File: src/rtl/insn_decoder_pkg.sv
package insn_decoder_pkg;

  localparam int WORD_W   = 32;
  localparam int OP_W     = 8;
  localparam int REG_W    = 4;
  localparam int IMM8_W   = 8;
  localparam int OFF_W    = 10;
  localparam int LEN_W    = 3;
  localparam logic [LEN_W-1:0] LEN_SHORT = 3'd2;
  localparam logic [LEN_W-1:0] LEN_LONG  = 3'd6;

  typedef enum logic [1:0] {
    FORM_NONE  = 2'd0,
    FORM_ONE   = 2'd1,
    FORM_TWO   = 2'd2,
    FORM_THREE = 2'd3
  } formE;

  // layout-2 operation codes
  typedef enum logic [1:0] {
    SHORT_ADD   = 2'd0,
    SHORT_SUB   = 2'd1,
    SPECIAL_RD  = 2'd2,
    SPECIAL_WR  = 2'd3
  } shortOpE;

  typedef struct packed {
    formE               form;
    logic [OP_W-1:0]    opcode;
    logic [REG_W-1:0]   regA;
    logic [REG_W-1:0]   regB;
    logic [IMM8_W-1:0]  imm8;
    logic [WORD_W-1:0]  brOffset;
    logic               longImm;
    logic [LEN_W-1:0]   len;
    logic               illegal;
  } decT;

  // strobes from control to datapath
  typedef struct packed {
    logic capture;
  } ctrlStrobeT;

  function automatic logic isLongOp(input logic [OP_W-1:0] op);
    case (op)
      8'h01, 8'h03, 8'h08, 8'h09, 8'h0C, 8'h0D,
      8'h1A, 8'h1B, 8'h1D, 8'h1F, 8'h20, 8'h22,
      8'h24, 8'h30, 8'h36, 8'h37, 8'h38, 8'h39: return 1'b1;
      default:                                   return 1'b0;
    endcase
  endfunction

endpackage

File: src/rtl/insn_decoder_classify.sv
module insn_decoder_classify
  import insn_decoder_pkg::*;
#(
  parameter logic [OP_W-1:0] F1_LAST_OP = 8'h39,
  parameter logic [3:0]      F3_LAST_OP = 4'd9
) (
  input  logic [7:0] byteLo,
  input  logic [7:0] byteHi,
  output decT        decoded
);

  localparam int EXT_W = WORD_W - OFF_W - 1;

  logic [15:0] word;
  assign word = {byteLo, byteHi};

  always_comb begin
    decoded = '0;
    if (!word[15]) begin
      decoded.form    = FORM_ONE;
      decoded.opcode  = word[15:8];
      decoded.regA    = word[7:4];
      decoded.regB    = word[3:0];
      decoded.longImm = isLongOp(word[15:8]);
      decoded.illegal = (word[15:8] == '0) || (word[15:8] > F1_LAST_OP);
    end else if (!word[14]) begin
      decoded.form    = FORM_TWO;
      decoded.opcode  = {{(OP_W-2){1'b0}}, word[13:12]};
      decoded.regA    = word[11:8];
      decoded.imm8    = word[7:0];
    end else begin
      decoded.form     = FORM_THREE;
      decoded.opcode   = {{(OP_W-4){1'b0}}, word[13:10]};
      decoded.brOffset = {{EXT_W{word[OFF_W-1]}}, word[OFF_W-1:0], 1'b0};
      decoded.illegal  = word[13:10] > F3_LAST_OP;
    end
    decoded.len = decoded.longImm ? LEN_LONG : LEN_SHORT;
  end

endmodule

File: src/rtl/insn_decoder_ctrl.sv
module insn_decoder_ctrl
  import insn_decoder_pkg::*;
(
  input  logic       clk,
  input  logic       rstN,
  input  logic       inValid,
  output ctrlStrobeT strobe,
  output logic       outValid
);

  assign strobe.capture = inValid;

  always_ff @(posedge clk or negedge rstN) begin
    if (!rstN) outValid <= 1'b0;
    else       outValid <= inValid;
  end

endmodule

File: src/rtl/insn_decoder_datapath.sv
module insn_decoder_datapath
  import insn_decoder_pkg::*;
#(
  parameter logic [OP_W-1:0] F1_LAST_OP = 8'h39,
  parameter logic [3:0]      F3_LAST_OP = 4'd9
) (
  input  logic       clk,
  input  logic       rstN,
  input  ctrlStrobeT strobe,
  input  logic [7:0] byteLo,
  input  logic [7:0] byteHi,
  output decT        held
);

  decT decoded;

  insn_decoder_classify #(
    .F1_LAST_OP(F1_LAST_OP),
    .F3_LAST_OP(F3_LAST_OP)
  ) u_classify (
    .byteLo (byteLo),
    .byteHi (byteHi),
    .decoded(decoded)
  );

  always_ff @(posedge clk or negedge rstN) begin
    if (!rstN)              held <= '0;
    else if (strobe.capture) held <= decoded;
  end

endmodule

File: src/rtl/insn_decoder.sv
module insn_decoder
  import insn_decoder_pkg::*;
#(
  parameter logic [7:0] F1_LAST_OP = 8'h39,
  parameter logic [3:0] F3_LAST_OP = 4'd9
) (
  input  logic        clk,
  input  logic        rstN,
  input  logic        inValid,
  input  logic [7:0]  byteLo,
  input  logic [7:0]  byteHi,
  output logic        outValid,
  output logic [1:0]  form,
  output logic [7:0]  opcode,
  output logic [3:0]  regA,
  output logic [3:0]  regB,
  output logic [7:0]  imm8,
  output logic [31:0] brOffset,
  output logic        hasLongImm,
  output logic [2:0]  instrLen,
  output logic        illegal
);

  ctrlStrobeT strobe;
  decT        held;

  insn_decoder_ctrl u_ctrl (
    .clk     (clk),
    .rstN    (rstN),
    .inValid (inValid),
    .strobe  (strobe),
    .outValid(outValid)
  );

  insn_decoder_datapath #(
    .F1_LAST_OP(F1_LAST_OP),
    .F3_LAST_OP(F3_LAST_OP)
  ) u_dp (
    .clk   (clk),
    .rstN  (rstN),
    .strobe(strobe),
    .byteLo(byteLo),
    .byteHi(byteHi),
    .held  (held)
  );

  assign form       = held.form;
  assign opcode     = held.opcode;
  assign regA       = held.regA;
  assign regB       = held.regB;
  assign imm8       = held.imm8;
  assign brOffset   = held.brOffset;
  assign hasLongImm = held.longImm;
  assign instrLen   = held.len;
  assign illegal    = held.illegal;

endmodule

File: config.mk
export PLATFORM = sky130hd
export DESIGN_NAME = insn_decoder
export DESIGN_NICKNAME = d
export VERILOG_FILES = /design/src/rtl/insn_decoder_pkg.sv /design/src/rtl/insn_decoder_classify.sv /design/src/rtl/insn_decoder_ctrl.sv /design/src/rtl/insn_decoder_datapath.sv /design/src/rtl/insn_decoder.sv
export SDC_FILE = /design/constraint.sdc
export NUM_CORES = 1
export LEC_CHECK = 0
export CORE_ASPECT_RATIO = 0.6
export CORE_MARGIN = 5
export CORE_UTILIZATION = 38
export CTS_CLUSTER_SIZE = 40
export DETAILED_ROUTE_END_ITERATION = 12
export PLACE_DENSITY = 0.79
export SYNTH_ARGS = -nofsm -noshare
export SYNTH_HDL_FRONTEND = slang
export SYNTH_SLANG_ARGS = --single-unit
File: constraint.sdc
create_clock -name clk -period 1 [get_ports clk]
set_clock_uncertainty 0.05 [all_clocks]
set_input_delay 0.15 -clock clk [delete_from_list [all_inputs] [get_ports clk]]
set_output_delay 0.15 -clock clk [all_outputs]
set_load 0.01 [all_outputs]
# Word-level counts from Yosys, hierarchy flattened
# Memories as Yosys holds them, arrays and structs flattened.
# Index checks and enable logic that the tools add are counted.
# word_totals
ff_bits	64
romBits	64
input_bits	19
output_inout_bits	64
elab_cells	28
mem_count	1
# classes
n_lt_le_gt_ge	2
muxes	12
n_reduce_logical	3
# mem_list
name	words	width	read_ports	rd_ports_with_merged_regs	wr	line_no	text
(no name shown)	64	1	1	0	0	insn_decoder_pkg.sv:45	case (op)
# ops
operator	n
40-bit two-way mux	1
32-bit two-way mux	1
14-bit two-way mux	1
9-bit two-way mux	1
8-bit by 6-bit greater-than comparator with 1-bit output (second input constant)	1
8-bit zero test	1
4-bit two-way mux	2
8-bit two-way mux	1
4-bit greater-than comparator (second input constant)	1
1-bit two-way mux	4
3-bit two-way mux	1
2-bit zero test	1
1-bit logical OR	1

# Longest topological paths before layout
# logic_depth
ltp_word	4
ltp_mapped	5
ltp_nobuf	4

# Cells and area by module
# Synthesis repeated with hierarchy kept, for this count alone.
# hier_totals
cells_unflattened	242
area_unflattened_um2	3326.9
# modules_own_cells
module	instances	cells_each	area_per_inst_um2	seq_area_each_um2
insn_decoder_datapath	1	133	2642.5	1576.5
insn_decoder_classify	1	107	651.9	0.0
insn_decoder_ctrl	1	2	32.5	25.0

# Worst setup path after synthesis
# OpenSTA, ideal clock, no wires.
# synth_timing
kind	input port to flip-flop
startpoint	input port byteLo[1]
endpoint	register u_dp.held[4] (netlist name)
setup_ns	0.121
t_arrival_ns	0.964
path_slack_ns	-0.135
path_stages	5
path_buffers	1
path_cell_list	buf_2 > and3b_1 > o21ai_0 > o2111ai_1 > a32o_2
# synth_between
elab_chain_len	3
# synth_lines
element	line_no	text
from (decl)	insn_decoder.sv:10	input logic [7:0] byteLo,
memory 64 x 1 bit	--	
1-bit two-way mux	insn_decoder_pkg.sv:45	
1-bit two-way mux	insn_decoder_classify.sv:19	if (!word[15]) begin
# No other way between the ends.
# A chain may end at the register's enable or synchronous reset.

==> out/metrics.yaml <==
status:
  outcome: "finished with violations"
  violations: "setup timing"
min_path:
  hold_start: "byteLo[1]"
  hold_depth: 3
  min_path_type: "in2reg"
  holdPathEnd: "u_dp.held[35]"
die:
  initial_core_util_pct: 40.4
  die-area_um2: 6570
  io_pins: 83
  die_h_um: 64.8
  die_w_um: 101
  row_count: 19
  coreArea_um2: 4710
yosys:
  synth_top_area_share_pct: 51.3
  netlist_instances: 178
  syn_area_per_cell_um2: 10.7
  synth_area_leaders: "dfrtp_1 (51%), buf_4 (10%), a22o_1 (8.3%)"
  yosysSeqAreaShare_pct: 51.3
  syn_area_um2: 1900
  yosysMostFrequentCell: "dfrtp_1"
  synth_ff_type: "dfrtp_1"
  yosys_warnings: 0
  ys_types: 37
  synth_seq_cells: 39
  netlist_top_cells_count: "dfrtp_1 (39), buf_4 (26), a22o_1 (18)"
  synth_area_leader_cell: "dfrtp_1"
  synth-edff-count: 0
  async_reset_ff_share_pct: 100
clock_network:
  cts_tree: "yes"
  cts_made_buffers: 5
  clkSinkCount: 39
  clockBufferDepth: 2
  htree_levels: 2
  cts_root_buffer: "clkbuf_8"
  insertion_delay_ns: 0.29
  clkTransAtPathRegs_ns: 0.08
power:
  p_total_w: 0.00388
  p_per_area_nw_per_um2: 1270
  power.leakage_nw: 1.59
  ir_worst_vdd_mv: 0.813
sta:
  rsz0062_at_grt: "yes"
  min_period_ns: 1.21
  layout_setup_ws_ns: -0.205
  fin_crit_sh_pct: 121
  setup_viol: 50
  max_clock_freq_mhz: 830
  slew_viol_final: 0
  final-hold-violation-count: 0
setup_path:
  r2r_slack_ns: -0.05
  r2r-end: "u_dp.held[35]"
  reg2reg_depth: 3
  crit_start: "u_dp.held[35]"
  required_ns: 0.80
  critPathSlowestCell: "dfrtp_2"
  worstPathMaxFanout: 6
  path_cells: "buf_6, buf_6"
  worst-path-buf-inv: 2
  rr_startpoint: "u_dp.held[35]"
  worstSetupPathType: "reg2out"
  crit_family: "flip-flops"
  max_stage_delay_ns: 0.45
  critPathLaunchType: "flip-flop"
  worstPathArrival_ns: 1.01
  critPathCaptureType: "output port"
  crit_path_frequent_cell: "buf_6"
global_routing:
  grt_pass1_wl_mm: 8.71
  grt_max_degree: 40
  antenna_found_initial: 0
  overflow: 0
  grt_use_total_pct: 16.8
  grt_pass1_vias: 1788
final_layout:
  fin_util_pct: 64.9
  area_growth_syn_to_layout_pct: 60.6
  fin_nets: 312
  fin_cells: 356
  drive_gt1_share_pct: 54.6
  n_antenna_cell: 0
drt:
  wl_mm: 5.63
  dr.pass1.iters: 5
  detail-route-antenna-nets: 0
  wl_per_cell_um: 15.8
  first_iter_violations: 57
  vias: 1746
  post_drt_via_cell_ratio: 4.90
  drc: 0
placement:
  pre_cts_ws_ns: -0.672
  placedCellCount: 330
  place_congestion: 0.789
  hpwl_mm: 3.85
  io_buffers: 79
run:
  maxCapViolCount: 0
==> metrics by stage <==
step                      cell area [µm²]  hold WS (ns)  setup TNS (ns)
after global routing                 3050         0.250           -7.12
after detailed placement             2890        0.0836          -29.66
after CTS                            2830         0.265           -5.02
after global placement               2890        0.0824          -29.22
final                                3050         0.227           -4.85
after floorplan                      1930        -0.196          -0.181
==> layout by cell type, fill, tap and decap left out, drive strengths merged, types with 5 or more instances in the layout <==
cell type and count:
clkbuf 7, clkdlybuf4s50 8, nand2 8, a22o 18
a31o 6, buf 131, nor2b 6, dfrtp 39
inv 5, a21oi 5, nor2 17
==> flip-flops by register name (all words and copies together), names as in the netlist <==
| register | flops |
|---|---|
| u_ctrl.outValid | 1 |
| u_dp.held | 38 |
==> area by class of cell <==
type,count,area [µm²]
Timing Repair Buffer,146,1190
Clock buffer,6,82.6
Inverter,5,18.8
Sequential cell,39,977
Tap cell,63,78.8
Fill cell,386,1650
Clock inverter,1,5.00
Multi-Input combinational cell,96,698
==> worst reg2reg max path: stages, from the launching register on <==
cell and delay, ns:
dfrtp_2 0.45, buf_6 0.14, buf_4 0.12, a22o_1 0.19
==> repair_timing <==
item	4_1_cts	5_1_grt
pin swaps	2	7
hold buffers	1	0
buffers inserted	16	4
hold endpoints to repair	39	0
cloned	0	1
setup endpoints to repair	99	73
resized for setup	272	44
==> per-layer routing <==
| layer | track usage [%] | part of all wire [%] |
|---|---|---|
| met4 | 2.65 | 1.1 |
| met3 | 7.07 | 11 |
| met2 | 26.5 | 44 |
| met1 | 22.1 | 44 |
| met5 | 0 | 0 |
==> power by group <==
group	internal (W)	switching, W	leakage (nW)
clock network	0.000541	0.000533	0.0470
registers	0.00169	0.0000715	0.495
logic	0.000586	0.000463	1.05
==> cell families after synthesis <==
family,count (synthesis),synth area share (%)
AO/OA/AOI/OAI,47,20.1
buffers and inverters,45,15.3
flip-flops,39,51.3
multiplexers,4,2.17
other,1,0.197
AND/OR/NAND/NOR,42,10.9
==> worst max-delay path by stage <==
| stage | cells past startpoint | to | slack [ns] |
|---|---|---|---|
| 2_1_floorplan | 5 | u_dp.held[4] | -0.10 |
| 3_3_place_gp | 5 | u_dp.held[4] | -0.61 |
| 3_5_place_dp | 5 | u_dp.held[4] | -0.67 |
| 4_1_cts | 2 | brOffset[21] | -0.20 |
| 5_1_grt | 2 | brOffset[24] | -0.24 |
| 6_report | 2 | brOffset[16] | -0.21 |
Power figures use the tool's default switching activity.
